$ cat src/rtl/pwr_sleep_pkg.sv
package pwr_sleep_pkg;

    typedef enum logic [1:0] {
        MST_SWRSTDIS = 2'd0,
        MST_SYNCRST  = 2'd1,
        MST_DISABLE  = 2'd2,
        MST_ENABLE   = 2'd3
    } mod_state_e;

    typedef enum logic [1:0] {
        DS_IDLE     = 2'd0,
        DS_WAIT_PWR = 2'd1,
        DS_RUN      = 2'd2,
        DS_FINISH   = 2'd3
    } dom_state_e;

    localparam logic [11:0] OFS_PEND = 12'h070;
    localparam logic [11:0] OFS_CMD  = 12'h120;
    localparam logic [11:0] OFS_BUSY = 12'h128;
    localparam logic [3:0]  PG_DSTAT = 4'h2;
    localparam logic [3:0]  PG_DCTL  = 4'h3;
    localparam logic [3:0]  PG_MSTAT = 4'h8;
    localparam logic [3:0]  PG_MCTL  = 4'hA;

endpackage

$ cat src/rtl/pws_mod_slot.sv
module pws_mod_slot
    import pwr_sleep_pkg::*;
(
    input  logic       clk,
    input  logic       rst_n,
    input  logic       wr_ctl,
    input  logic [1:0] wr_next,
    input  logic       wr_lrst_n,
    input  logic       wr_force,
    input  logic       apply,
    output logic [1:0] cur_state,
    output logic [1:0] ctl_next,
    output logic       ctl_lrst_n,
    output logic       ctl_force,
    output logic       differs,
    output logic       clk_en,
    output logic       rst_out_n
);

    mod_state_e state_q;
    mod_state_e next_q;
    logic       lrst_q;
    logic       force_q;

    always_ff @(posedge clk) begin
        if (!rst_n) begin
            state_q <= MST_DISABLE;
            next_q  <= MST_DISABLE;
            lrst_q  <= 1'b1;
            force_q <= 1'b0;
        end else begin
            if (apply) begin
                state_q <= next_q;
            end
            if (wr_ctl) begin
                next_q  <= mod_state_e'(wr_next);
                lrst_q  <= wr_lrst_n;
                force_q <= wr_force;
            end
        end
    end

    always_comb begin
        cur_state  = state_q;
        ctl_next   = next_q;
        ctl_lrst_n = lrst_q;
        ctl_force  = force_q;
        differs    = (state_q != next_q);
        clk_en     = (state_q == MST_ENABLE);
        unique case (state_q)
            MST_SWRSTDIS, MST_SYNCRST: rst_out_n = 1'b0;
            MST_DISABLE, MST_ENABLE:   rst_out_n = lrst_q;
        endcase
    end

endmodule

$ cat src/rtl/pws_dom_seq.sv
module pws_dom_seq
    import pwr_sleep_pkg::*;
#(
    parameter int TRANS_CYC = 4
) (
    input  logic clk,
    input  logic rst_n,
    input  logic wr_ctl,
    input  logic wr_next,
    input  logic wr_good,
    input  logic cmd,
    input  logic any_change,
    input  logic any_force,
    output logic apply,
    output logic busy,
    output logic pending,
    output logic pd_on,
    output logic ctl_next,
    output logic ctl_good
);

    localparam int CNT_W = (TRANS_CYC > 1) ? $clog2(TRANS_CYC) : 1;
    localparam logic [CNT_W-1:0] CNT_LOAD = CNT_W'(TRANS_CYC - 1);

    dom_state_e       state_q, state_d;
    logic [CNT_W-1:0] cnt_q, cnt_d;
    logic             on_q, next_q, good_q;
    logic             go_pwr;

    // state register and the registers it steers
    always_ff @(posedge clk) begin
        if (!rst_n) begin
            state_q <= DS_IDLE;
            cnt_q   <= '0;
            on_q    <= 1'b1;
            next_q  <= 1'b1;
            good_q  <= 1'b0;
        end else begin
            state_q <= state_d;
            cnt_q   <= cnt_d;
            if (go_pwr) begin
                on_q <= 1'b1;
            end else if (apply && !next_q) begin
                on_q <= 1'b0;
            end
            if (wr_ctl) begin
                next_q <= wr_next;
                good_q <= wr_good;
            end
        end
    end

    // next-state logic
    always_comb begin
        state_d = state_q;
        cnt_d   = cnt_q;
        go_pwr  = 1'b0;
        unique case (state_q)
            DS_IDLE: begin
                if (cmd) begin
                    if (!on_q && next_q) begin
                        state_d = DS_WAIT_PWR;
                    end else if (any_change) begin
                        state_d = DS_RUN;
                        cnt_d   = CNT_LOAD;
                    end else begin
                        state_d = DS_FINISH;
                    end
                end
            end
            DS_WAIT_PWR: begin
                if (good_q || any_force) begin
                    go_pwr = 1'b1;
                    if (any_change) begin
                        state_d = DS_RUN;
                        cnt_d   = CNT_LOAD;
                    end else begin
                        state_d = DS_FINISH;
                    end
                end
            end
            DS_RUN: begin
                if (cnt_q == '0) begin
                    state_d = DS_IDLE;
                end else begin
                    cnt_d = cnt_q - 1'b1;
                end
            end
            DS_FINISH: begin
                state_d = DS_IDLE;
            end
        endcase
    end

    // outputs
    always_comb begin
        apply    = 1'b0;
        busy     = 1'b1;
        pending  = 1'b0;
        unique case (state_q)
            DS_IDLE:     busy    = 1'b0;
            DS_WAIT_PWR: pending = 1'b1;
            DS_RUN:      apply   = (cnt_q == '0);
            DS_FINISH:   apply   = 1'b1;
        endcase
        pd_on    = on_q;
        ctl_next = next_q;
        ctl_good = good_q;
    end

endmodule

$ cat src/rtl/pwr_sleep_ctrl.sv
module pwr_sleep_ctrl
    import pwr_sleep_pkg::*;
#(
    parameter int N_MOD     = 4,
    parameter int N_DOM     = 2,
    parameter int TRANS_CYC = 4
) (
    input  logic             clk,
    input  logic             rst_n,
    input  logic             bus_wr,
    input  logic [11:0]      bus_addr,
    input  logic [31:0]      bus_wdata,
    output logic [31:0]      bus_rdata,
    output logic [N_MOD-1:0] mod_clk_en,
    output logic [N_MOD-1:0] mod_rst_n,
    output logic [N_DOM-1:0] pwr_req
);

    localparam int MI_W = (N_MOD > 1) ? $clog2(N_MOD) : 1;
    localparam int DI_W = (N_DOM > 1) ? $clog2(N_DOM) : 1;

    logic [3:0]      page;
    logic [5:0]      word_idx;
    logic            aligned;
    logic            in_dom, in_mod;
    logic [MI_W-1:0] idx_m;
    logic [DI_W-1:0] idx_d;
    logic            unused_wdata;

    logic [N_MOD-1:0][1:0] mod_state;
    logic [N_MOD-1:0][1:0] mod_next;
    logic [N_MOD-1:0]      mod_lrst_n;
    logic [N_MOD-1:0]      mod_force;
    logic [N_MOD-1:0]      mod_diff;
    logic [N_MOD-1:0]      mod_apply;

    logic [N_DOM-1:0] dom_apply, dom_busy, dom_pend, dom_on;
    logic [N_DOM-1:0] dom_next, dom_good, dom_change, dom_force;

    assign page         = bus_addr[11:8];
    assign word_idx     = bus_addr[7:2];
    assign aligned      = (bus_addr[1:0] == 2'b00);
    assign in_dom       = (int'(word_idx) < N_DOM);
    assign in_mod       = (int'(word_idx) < N_MOD);
    assign idx_m        = bus_addr[2 +: MI_W];
    assign idx_d        = bus_addr[2 +: DI_W];
    assign unused_wdata = ^bus_wdata;

    // group module change/force flags per domain (module m lives in domain m % N_DOM)
    always_comb begin
        dom_change = '0;
        dom_force  = '0;
        for (int d = 0; d < N_DOM; d++) begin
            for (int m = 0; m < N_MOD; m++) begin
                if ((m % N_DOM) == d) begin
                    dom_change[d] = dom_change[d] | mod_diff[m];
                    dom_force[d]  = dom_force[d]  | mod_force[m];
                end
            end
        end
    end

    for (genvar m = 0; m < N_MOD; m++) begin : g_mod
        logic wr_m;
        assign wr_m         = bus_wr && aligned && (page == PG_MCTL) && (int'(word_idx) == m);
        assign mod_apply[m] = dom_apply[m % N_DOM];

        pws_mod_slot slot_i (
            .clk        (clk),
            .rst_n      (rst_n),
            .wr_ctl     (wr_m),
            .wr_next    (bus_wdata[1:0]),
            .wr_lrst_n  (bus_wdata[8]),
            .wr_force   (bus_wdata[31]),
            .apply      (mod_apply[m]),
            .cur_state  (mod_state[m]),
            .ctl_next   (mod_next[m]),
            .ctl_lrst_n (mod_lrst_n[m]),
            .ctl_force  (mod_force[m]),
            .differs    (mod_diff[m]),
            .clk_en     (mod_clk_en[m]),
            .rst_out_n  (mod_rst_n[m])
        );
    end

    for (genvar d = 0; d < N_DOM; d++) begin : g_dom
        logic wr_d, cmd_d;
        assign wr_d  = bus_wr && aligned && (page == PG_DCTL) && (int'(word_idx) == d);
        assign cmd_d = bus_wr && (bus_addr == OFS_CMD) && bus_wdata[d];

        pws_dom_seq #(.TRANS_CYC(TRANS_CYC)) seq_i (
            .clk        (clk),
            .rst_n      (rst_n),
            .wr_ctl     (wr_d),
            .wr_next    (bus_wdata[0]),
            .wr_good    (bus_wdata[8]),
            .cmd        (cmd_d),
            .any_change (dom_change[d]),
            .any_force  (dom_force[d]),
            .apply      (dom_apply[d]),
            .busy       (dom_busy[d]),
            .pending    (dom_pend[d]),
            .pd_on      (dom_on[d]),
            .ctl_next   (dom_next[d]),
            .ctl_good   (dom_good[d])
        );
    end

    assign pwr_req = dom_pend;

    // read mux
    always_comb begin
        bus_rdata = '0;
        if (aligned) begin
            if (bus_addr == OFS_PEND) begin
                bus_rdata[N_DOM-1:0] = dom_pend;
            end else if (bus_addr == OFS_BUSY) begin
                bus_rdata[N_DOM-1:0] = dom_busy;
            end else begin
                case (page)
                    PG_DSTAT: if (in_dom) bus_rdata[0] = dom_on[idx_d];
                    PG_DCTL:  if (in_dom) begin
                        bus_rdata[0] = dom_next[idx_d];
                        bus_rdata[8] = dom_good[idx_d];
                    end
                    PG_MSTAT: if (in_mod) begin
                        bus_rdata[1:0] = mod_state[idx_m];
                        bus_rdata[12]  = mod_clk_en[idx_m];
                    end
                    PG_MCTL:  if (in_mod) begin
                        bus_rdata[1:0] = mod_next[idx_m];
                        bus_rdata[8]   = mod_lrst_n[idx_m];
                        bus_rdata[31]  = mod_force[idx_m];
                    end
                    default: bus_rdata = '0;
                endcase
            end
        end
    end

endmodule

$ cat config.mk
export PLATFORM = sky130hd
export DESIGN_NAME = pwr_sleep_ctrl
export DESIGN_NICKNAME = d
export VERILOG_FILES = /design/src/rtl/pwr_sleep_pkg.sv /design/src/rtl/pws_mod_slot.sv /design/src/rtl/pws_dom_seq.sv /design/src/rtl/pwr_sleep_ctrl.sv
export SDC_FILE = /design/constraint.sdc
export NUM_CORES = 1
export LEC_CHECK = 0
export BUFFER_PORTS_ARGS = -buffer_cell sky130_fd_sc_hd__buf_2
export CAP_MARGIN = 5
export CORE_AREA = 2 2 88 73
export DETAILED_ROUTE_END_ITERATION = 10
export DIE_AREA = 0 0 90 75
export PLACE_DENSITY = 0.75
export SLEW_MARGIN = 40
export SYNTH_ARGS = -nofsm -noshare
export SYNTH_HDL_FRONTEND = slang
export SYNTH_SLANG_ARGS = --single-unit
$ cat constraint.sdc
create_clock -name clk -period 3.7 [get_ports clk]
set_input_delay 0.185 -clock clk [delete_from_list [all_inputs] [get_ports clk]]
set_output_delay 0.185 -clock clk [all_outputs]
set_load 0.02 [all_outputs]
* Yosys cells after proc, flatten, opt, wreduce, memory -nomap -nowiden
Index checks and enable logic that the tools add are counted.
** Cells by class
- Order comparisons :: 4
- Eq/ne operators :: 42
- Add/sub/neg operators :: 2
- Mux-type cells :: 72
- Reduce and logical (&&, ||, !) cells :: 48
- Bitwise operators :: 5
** Operators by type and width (count)
- 2-to-1 mux 30 bit :: 2
- 2-to-1 mux 2 bit :: 24
- 2-to-1 mux 32 bit :: 1
- 2-to-1 mux 1 bit :: 27
- equality test 12 x 9 -> 1 bit (second input constant) :: 2
- equality test 2 bit (second input constant) :: 12
- OR reduction 2 bit :: 10
- logical NOT 2 bit :: 9
- logical AND 1 bit :: 16
- case mux 1 bit (2 select lines) :: 8
- case mux 2 bit (4 select lines) :: 2
- equality test 12 x 7 -> 1 bit (second input constant) :: 1
- equality test 2 x 1 -> 1 bit (second input constant) :: 6
- equality test 6 x 3 -> 1 bit (second input constant) :: 2
- inequality test 2 bit (second input constant) :: 6
- case mux 2 bit (3 select lines) :: 2
- AND reduction 5 bit :: 2
- binary-select mux 2 bit (select 2 bit) :: 2
- equality test 4 x 2 -> 1 bit (second input constant) :: 2
- equality test 4 bit (second input constant) :: 2
- inequality test 2 x 1 -> 1 bit (second input constant) :: 4
- inequality test 2 bit :: 4
- binary-select mux 1 bit (select 2 bit) :: 3
- equality test 6 x 2 -> 1 bit (second input constant) :: 1
- other kinds (13) :: 23
** Word-level totals
- Flip-flop bits (word level) :: 38
- Output and inout port bits :: 42

* Depth between registers and ports, before layout
Gate-level depths: netlist of run 1.
- Word-level depth :: 8
- Depth in mapped cells :: 6

* Modules after synthesis
Synthesis of run 1 repeated with hierarchy kept, for this count alone.
** Unflattened totals
- Cells, all modules :: 267
- Area, all modules :: 2501.1 µm²
** By module, submodules not included
- pws_mod_slot :: seq. area each 120.1 µm², area each 255.2 µm², cells an instance 24, times used 4
- pwr_sleep_ctrl :: seq. area each 0.0 µm², area each 749.5 µm², cells an instance 91, times used 1
- pws_dom_seq :: seq. area each 140.1 µm², area each 365.4 µm², cells an instance 40, times used 2

* Worst setup path before layout of run 1
Ideal clock, no wire load.
- Kind :: input -> output
- Start point :: input port bus_addr[2]
- End point :: output port bus_rdata[12]
- Stages :: 4
- Path slack :: 2031 ps
- Required time :: 3515 ps
- Arrival time :: 1484 ps
- Cells stage by stage :: buf_2 clkbuf_1 o21ai_0 nor4_1
** Between the ends
- Word-level cells in the longest chain between the ends :: 7
** RTL lines
- start, declared :: RTL line pwr_sleep_ctrl.sv:11 : input logic [11:0] bus_addr,
- parallel branches: the longest is 5 deep, another holds < comparator 6 x 3 -> 1 bit
- 2-to-1 mux 30 bit (*) :: RTL line pwr_sleep_ctrl.sv:115 : if (bus_addr == OFS_PEND) begin
- 2-to-1 mux 32 bit (*) :: RTL line pwr_sleep_ctrl.sv:114 : if (aligned) begin
- end, declared :: RTL line pwr_sleep_ctrl.sv:13 : output logic [31:0] bus_rdata,
Every way passes the cells marked *. The select of a mux whose other input is x is not followed.

* Worst setup path in the final report of run 1
- Start point :: input port bus_addr[7]
- End point :: output port bus_rdata[31]
** Between the ends
- Word-level cells in the longest chain between the ends :: 6
** RTL lines
- < comparator 6 x 3 -> 1 bit :: RTL line pwr_sleep_ctrl.sv:44 : assign in_mod = (int'(word_idx) < N_MOD);
- 2-to-1 mux 1 bit :: RTL line pwr_sleep_ctrl.sv:130 : PG_MCTL: if (in_mod) begin
- 2-to-1 mux 1 bit :: RTL line pwr_sleep_ctrl.sv:120 : case (page)
- 2-to-1 mux 30 bit :: RTL line pwr_sleep_ctrl.sv:117 : end else if (bus_addr == OFS_BUSY) begin
- 2-to-1 mux 30 bit (*) :: RTL line pwr_sleep_ctrl.sv:115
- 2-to-1 mux 32 bit (*) :: RTL line pwr_sleep_ctrl.sv:114
Every way passes the cells marked *; elsewhere a longest branch is shown, timed or not.

==> results of run 1 <==
-- cells in the final DEF, fill, tap and decap left out, types with 2 or more instances in the layout --
cell,synthesis,layout
a21oi_1,15,15
and2_0,2,2
and2_1,8,8
buf_2,4,33
bufinv_16,0,2
clkbuf_8,0,5
conb_1,1,27
dfxtp_1,38,38
ha_1,2,2
inv_1,11,10
mux2i_1,13,13
mux4_2,7,7
nand2_1,19,19
nand3_1,27,27
nand4_1,6,6
nor2_1,16,16
nor3_1,3,3
nor3_2,3,3
nor3b_1,6,6
nor4_2,2,2
nor4b_1,2,2
nor4bb_1,3,3
o211ai_1,4,4
o21ai_0,19,19
o21ai_1,3,3
o22ai_1,2,2
o32ai_1,2,2
or3b_2,2,2
xnor2_1,8,8
-- critical path, stage by stage --
cell and delay, ns:
buf_2 0.12, nor4_2 0.53, nand3_1 0.40, nor3b_1 0.40, buf_2 0.23
-- where the power goes --
group	switching, mW	leakage, nW	internal, mW
combinational	0.0642	0.705	0.0185
clock	0.163	0.0683	0.270
sequential	0.000361	0.307	0.409
total	0.227	1.08	0.697
-- cell usage after synthesis, types with 2 or more instances --
cell      number
buf_4         37
dfxtp_1       38
inv_1         11
o21ai_0       19
nor4bb_1       3
nor4_2         2
clkbuf_1       6
nand2_1       19
nor4b_1        2
mux2i_1       13
buf_1          2
and2_1         8
nor3_1         3
nor3_2         3
buf_2          4
nor3b_1        6
o211ai_1       4
o32ai_1        2
nor2_1        16
o21ai_1        3
or3b_2         2
nand4_1        6
o22ai_1        2
ha_1           2
mux4_2         7
a21oi_1       15
and2_0         2
xnor2_1        8
nand3_1       27
-- cell type report --
type	instances	area share (%)
Tap cell	81	3.736
Clock buffer	5	2.537
Sequential cell	38	28.04
Inverter	11	1.522
Timing Repair Buffer	33	6.089
Multi-Input combinational cell	225	55.53
Clock inverter	3	2.537
-- cells by family after synthesis --
family	Yosys count	synth area share, %
AOI/OAI and AO/OA	59	14.77
xor gates and xnor gates	8	2.748
adders and majority gates	2	0.9812
buffers and inverters	61	14.92
DFF	38	29.83
muxes	21	11.73
other	1	0.1471
and+or+nand+nor	108	24.88
-- final timing paths --
| check | slack, ns | depth (start not counted) | startpoint | end |
|---|---|---|---|---|
| max reg2reg | 1.97 | 4 | g_dom[1].seq_i.state_q[0] | g_dom[1].seq_i.cnt_q[0] |
| min reg2reg | 0.48 | 2 | g_dom[0].seq_i.cnt_q[1] | g_dom[0].seq_i.cnt_q[1] |
| min | 0.17 | 3 | bus_wdata[31] | g_mod[0].slot_i.ctl_force |
| max | 1.63 | 5 | bus_addr[7] | bus_rdata[31] |
-- flip-flops by register name, indices dropped and copies added, names as in the netlist --
name / count
g_mod.slot_i.cur_state: 8
g_mod.slot_i.ctl_lrst_n: 4
g_dom.seq_i.pd_on: 2
g_dom.seq_i.ctl_next: 2
g_dom.seq_i.ctl_good: 2
g_mod.slot_i.ctl_force: 4
g_dom.seq_i.cnt_q: 4
g_dom.seq_i.state_q: 4
g_mod.slot_i.ctl_next: 8
-- per-stage QoR --
stage	cell area, sq um	hold slack, ns	total power [mW]	instances	worst slack, ns
6_report	2713	0.1742	0.9247	396	1.629
5_1_grt	2713	0.1813	0.9557	396	1.538
4_1_cts	2713	0.1650	0.9289	396	1.693
3_5_place_dp	2575	0.4754	0.4999	388	1.731
3_3_place_gp	2575	0.4590	0.4985	388	1.733
2_1_floorplan	2648	0.3331	0.4972	324	2.031
-- metal layers --
layer  track usage (%)  vias up  share of wire [%]  wire [microns]
met5                 0        -                  0               0
met4             7.179        0               0.96              60
met3             3.704        6                7.0             437
met2             29.82       80                 46            2849
met1             26.68     1047                 46            2876
li1                  -     1046                  -               -
==> insert_results.sql, run 1 <==
INSERT INTO impl_metrics (metric_group, metric, value, unit) VALUES
('synth', 'yosys_register_bits', '38', ''),
('synth', 'leading_cell_types_by_total_area_after_synthesis', 'dfxtp_1 30%, buf_4 11%, mux4_2 6.2%', ''),
('sta', 'final_min_period_over_clock_period', '55.97', '%'),
('clock_network', 'cts.root.buffer_cell', 'clkbuf_8', ''),
('sta', 'fmax', '0.4829', 'GHz'),
('sta', 'period_minus_slack', '2.071', 'ns'),
('synth', 'synth_area', '2550', 'sq um'),
('critical_path', 'cp_data_arrival_time', '1.89', 'ns'),
('die', 'io_pins', '89', ''),
('sta', 'worst_slew_pin_slew', '0.7429', 'ns'),
('clock_network', 'tritoncts', 'built', ''),
('placed_design', 'gpl.final_weighted_congestion', '0.8268', ''),
('power', 'peakVddDrop', '0.1379', 'mV'),
('clock_network', 'numCtsBuffers', '5', ''),
('finish', 'synthToLayoutAreaGrowth', '6.379', '%'),
('critical_path', 'start_kind', 'input port', ''),
('synth', 'yosys.area.top_type_share', '29.83', '%'),
('placed_design', 'port-buffer-count', '33', ''),
('clock_network', 'clock_path_buffers', '2', ''),
('drt', 'finalWirelength', '6.223', 'mm'),
('grt', 'first_global_vias', '2001', ''),
('drt', 'detailedRoute.firstPassIterationCount', '4', ''),
('run', 'max_cap_violations', '0', ''),
('placed_design', 'hpwlAfterDp', '4.668', 'mm'),
('finish', 'ff_latch_area', '760.7', 'sq um'),
('sta', 'rsz0062_at_grt', 'no', ''),
('clock_network', 'worst_setup_hold_path_clk_slew', '0.08', 'ns'),
('finish', 'multi_input_logic_area', '1506', 'sq um'),
('clock_network', 'cts.hold.buffers_added', '0', ''),
('critical_path', 'cp-end-kind', 'output port', ''),
('sta', 'hold_viol', '0', ''),
('die', 'initial_utilization', '43.83', '%'),
('drt', 'ant_nets', '0', ''),
('min_path', 'hp-class', 'in -> reg', ''),
('sta', 'fin_worst_skew', '0.004927', 'ns'),
('finish', 'antenna_cells_inserted', '0', ''),
('power', 'leakage', '1.080', 'nW'),
('synth', 'synth_cells', '298', ''),
('die', 'die_height', '75', 'microns'),
('die', 'dieArea', '6750', 'sq um'),
('grt', 'antenna_found_initial', '0', ''),
('grt', 'grtUsageTotal', '19.08', '%'),
('drt', 'wl_per_cell', '15.71', 'microns'),
('die', 'rows', '25', ''),
('finish', 'layout.core_utilization', '46.62', '%'),
('critical_path', 'critPathMaxFanout', '10', ''),
('synth', 'synth_seq_area_share', '29.83', '%'),
('critical_path', 'worstSetupPathType', 'in -> out', ''),
('clock_network', 'cts.repair.resized', '0', ''),
('critical_path', 'critical_path_required', '3.51', 'ns'),
('finish', 'drive_above_1_share', '19.37', '%'),
('drt', 'vias_per_cell', '5.503', ''),
('grt', 'largest_net_degree_at_the_start_of_global_routing', '24', ''),
('sta', 'slew_violations', '0', ''),
('die', 'core_area', '5818', 'sq um'),
('synth', 'synth_enable_flop_cells', '0', ''),
('die', 'floorplan.die.width', '90', 'microns'),
('power', 'power_density', '340.9', 'nW/um^2'),
('clock_network', 'total_setup_buffers_inserted_after_cts', '0', ''),
('clock_network', 'tritoncts_num_sinks', '38', ''),
('clock_network', 'worstSkewPairLatency', '0.30', 'ns'),
('sta', 'setup_tns', '0', 'ns'),
('synth', 'dominantRegCellSynth', 'dfxtp_1', ''),
('synth', 'synthArstFlopShare', '0', '%'),
('synth', 'synth-warning-count', '0', ''),
('sta', 'setup_viol_count_final', '0', ''),
('clock_network', 'htree_levels', '2', ''),
('finish', 'fillers', '561', ''),
('drt', 'drtIter0Drc', '172', ''),
('outcome', 'outcome', 'finished, final reports clean', ''),
('synth', 'synth.largest_area_cell', 'dfxtp_1', ''),
('drt', 'via_count', '2179', ''),
('grt', 'first_pass_grt_wire_length', '9.970', 'mm'),
('synth', 'synth_cell_types', '55', ''),
('finish', 'total_nets_final', '363', ''),
('drt', 'post-route-drc-count', '0', ''),
('grt', 'sum_of_overflow_across_all_layers_after_global_routing', '0', ''),
('sta', 'slew_headroom', '50.17', '%'),
('synth', 'postSynthAreaPerCell', '8.557', 'sq um');
Note: power is estimated with default switching activity, not from simulation.
==> run 2: changes to the inputs <==
==> constraint.sdc (replaced) <==
create_clock -name clk -period 2 [get_ports clk]
set_input_delay 0.1 -clock clk [delete_from_list [all_inputs] [get_ports clk]]
set_output_delay 0.1 -clock clk [all_outputs]
set_load 0.02 [all_outputs]
==> run 2 against run 1 <==
Combinational power is 96% higher. Sequential share of layout area is 0.18 points lower. Global-route usage is 0.22 points higher. Largest cell class unchanged. Die area stayed put. Register-to-register slack worse by 1.7 ns. Final cell count is 2.0% higher. Utilization is 0.30 points higher.
==> insert_results.sql, run 2 (same netlist as run 1, synthesis figures left out) <==
INSERT INTO impl_metrics (metric_group, metric, value, unit) VALUES
('outcome', 'outcome', 'finished, final reports clean', ''),
('clock_network', 'htree_levels', '2', ''),
('clock_network', 'cts.repair.resized', '0', ''),
('critical_path', 'cp-end-kind', 'output port', ''),
('power', 'power', '1.476', 'mW'),
('power', 'peakVddDrop', '0.2028', 'mV'),
('sta', 'rsz0062_at_grt', 'no', ''),
('drt', 'post-route-drc-count', '0', ''),
('die', 'dieArea', '6750', 'sq um'),
('sta', 'setup_viol_count_final', '0', ''),
('clock_network', 'tritoncts', 'built', ''),
('critical_path', 'slowest_cell_delay_on_critical_path', '0.42', 'ns'),
('die', 'rows', '25', ''),
('drt', 'finalWirelength', '6.327', 'mm'),
('critical_path', 'critPathSlowestCell', 'dfxtp_1', ''),
('die', 'floorplan.die.width', '90', 'microns'),
('die', 'die_height', '75', 'microns'),
('min_path', 'worstHoldStart', 'bus_wdata[31]', ''),
('sta', 'slew_violations', '0', ''),
('grt', 'grtUsageTotal', '19.31', '%'),
('grt', 'grt_use_met1', '26.26', '%'),
('grt', 'antenna_found_initial', '0', ''),
('die', 'core_area', '5818', 'sq um'),
('critical_path', 'critical_path_required', '1.90', 'ns'),
('clock_network', 'worst_setup_hold_path_clk_slew', '0.08', 'ns'),
('drt', 'via_count', '2253', ''),
('clock_network', 'worstSkewPairLatency', '0.29', 'ns'),
('min_path', 'hp-class', 'in -> reg', ''),
('drt', 'detailedRoute.firstPassIterationCount', '4', ''),
('drt', 'vias_per_cell', '5.577', ''),
('finish', 'layout_commonest_cell', 'dfxtp_1', ''),
('die', 'initial_utilization', '43.83', '%'),
('placed_design', 'port-buffer-count', '33', ''),
('clock_network', 'clock_path_buffers', '2', ''),
('run', 'max_cap_violations', '0', ''),
('critical_path', 'start_kind', 'flip-flop', ''),
('grt', 'largest_net_degree_at_the_start_of_global_routing', '20', ''),
('clock_network', 'numCtsBuffers', '5', ''),
('finish', 'finalInstanceArea', '2730', 'sq um'),
('min_path', 'holdPathStages', '3', ''),
('grt', 'first_global_vias', '2072', ''),
('critical_path', 'critPathLaunch', 'g_mod[2].slot_i.cur_state[1]', ''),
('critical_path', 'depth_of_the_critical_timing_path_with_buffers_and_inverters_included', '5', ''),
('grt', 'globalRoute.busiestLayer', 'met2', ''),
('critical_path', 'regToRegStartpoint', 'g_dom[1].seq_i.state_q[0]', ''),
('critical_path', 'cp_data_arrival_time', '1.78', 'ns'),
('power', 'power_density', '540.5', 'nW/um^2'),
('sta', 'period_minus_slack', '1.875', 'ns'),
('finish', 'total_nets_final', '371', ''),
('finish', 'drive_above_1_share', '21.36', '%'),
('grt', 'first_pass_grt_wire_length', '10.26', 'mm'),
('finish', 'synthToLayoutAreaGrowth', '7.066', '%'),
('sta', 'hold_viol', '0', ''),
('finish', 'layout.cells.most_common_list', '38 x dfxtp_1, 33 x buf_2, 27 x nand3_1, 27 x conb_1', ''),
('critical_path', 'critPathMaxFanout', '5', ''),
('grt', 'grt_util_met2', '31.58', '%'),
('drt', 'drtIter0Drc', '142', ''),
('grt', 'grt_util_met3', '4.404', '%'),
('clock_network', 'total_setup_buffers_inserted_after_cts', '0', ''),
('clock_network', 'cts.hold.buffers_added', '0', ''),
('placed_design', 'gpl.final_weighted_congestion', '0.8540', ''),
('drt', 'ant_nets', '0', ''),
('finish', 'antenna_cells_inserted', '0', ''),
('power', 'leakage', '1.101', 'nW'),
('sta', 'fmax', '0.5333', 'GHz'),
('clock_network', 'tritoncts_num_sinks', '38', ''),
('critical_path', 'critical_path.cell_chain', 'and2_1 > mux2_2 > o21ai_0 > nor4_1 > buf_2', ''),
('critical_path', 'cp_top_family', 'simple AND/OR/NAND/NOR gates', ''),
('clock_network', 'cts.root.buffer_cell', 'clkbuf_8', ''),
('drt', 'wl_per_cell', '15.66', 'microns'),
('sta', 'final_min_period_over_clock_period', '93.75', '%'),
('placed_design', 'placement.cell_area', '2635', 'sq um'),
('sta', 'setup_tns', '0', 'ns'),
('critical_path', 'worstSetupPathType', 'reg -> out', ''),
('sta', 'worst_slew_pin_slew', '0.5466', 'ns'),
('placed_design', 'hpwlAfterDp', '4.842', 'mm'),
('die', 'io_pins', '89', ''),
('critical_path', 'worstRegToRegCells', '4', ''),
('sta', 'fin_worst_skew', '0.008387', 'ns'),
('sta', 'slew_headroom', '63.32', '%'),
('critical_path', 'worstPathBufferInverterCount', '1', ''),
('grt', 'sum_of_overflow_across_all_layers_after_global_routing', '0', '');
## run 2: cell types whose count changed in the layout (fill, tap and decap cells not counted), sizes merged
cell,delta
inv,+1
buf,+8
clkinv,-1
bufinv,-2
clkbuf,+1
clkinvlp,+1
## run 2: routing by layer
metal  routed length (microns)  share of wire, %  vias to the layer above
met1                      2954                47                     1095
li1                          -                 -                     1058
met3                       452               7.1                        9
met5                         0                 0                        -
met4                        54              0.85                        0
met2                      2866                45                       91
## run 2: where the power goes
part           internal, mW  switching [mW]
Clock                 0.277           0.280
Combinational        0.0404           0.121
Sequential            0.756        0.000673
Total                  1.07           0.402
## run 2: worst reg2reg max path, stage by stage, from the launching register on
cell	delay, ns
dfxtp_1	0.37
or4b_2	0.70
nor4_2	0.21
o22ai_1	0.17
o32ai_1	0.16
## run 2: worst paths after layout
| path | slack (ns) | end |
|---|---|---|
| setup reg to reg | 0.30 | g_dom[1].seq_i.cnt_q[0] |
| setup / recovery | 0.12 | bus_rdata[12] |
| hold / removal | 0.09 | g_mod[0].slot_i.ctl_force |
| hold reg to reg | 0.48 | g_dom[1].seq_i.ctl_good |
## run 2: stage by stage
stage / instances / hold WS, ns / setup WS [ns] / util, %
2_1_floorplan: 324 / 0.2481 / 0.4557 / -
3_3_place_gp: 396 / 0.3963 / 0.2385 / 45.29
3_5_place_dp: 396 / 0.3965 / 0.2375 / 45.29
4_1_cts: 404 / 0.08650 / 0.1848 / 46.92
5_1_grt: 404 / 0.09390 / 0.09140 / 46.92
6_report: 404 / 0.09028 / 0.1250 / 46.92
## run 2: cell type report
class | instances | area, sq um
tap | 81 | 101.3
clock inverter | 2 | 12.51
sequential | 38 | 760.7
clock buffer | 6 | 82.58
multi-input combinational | 225 | 1506
inverter | 11 | 41.29
fill | 589 | 3088
timing repair buffer | 41 | 225.2
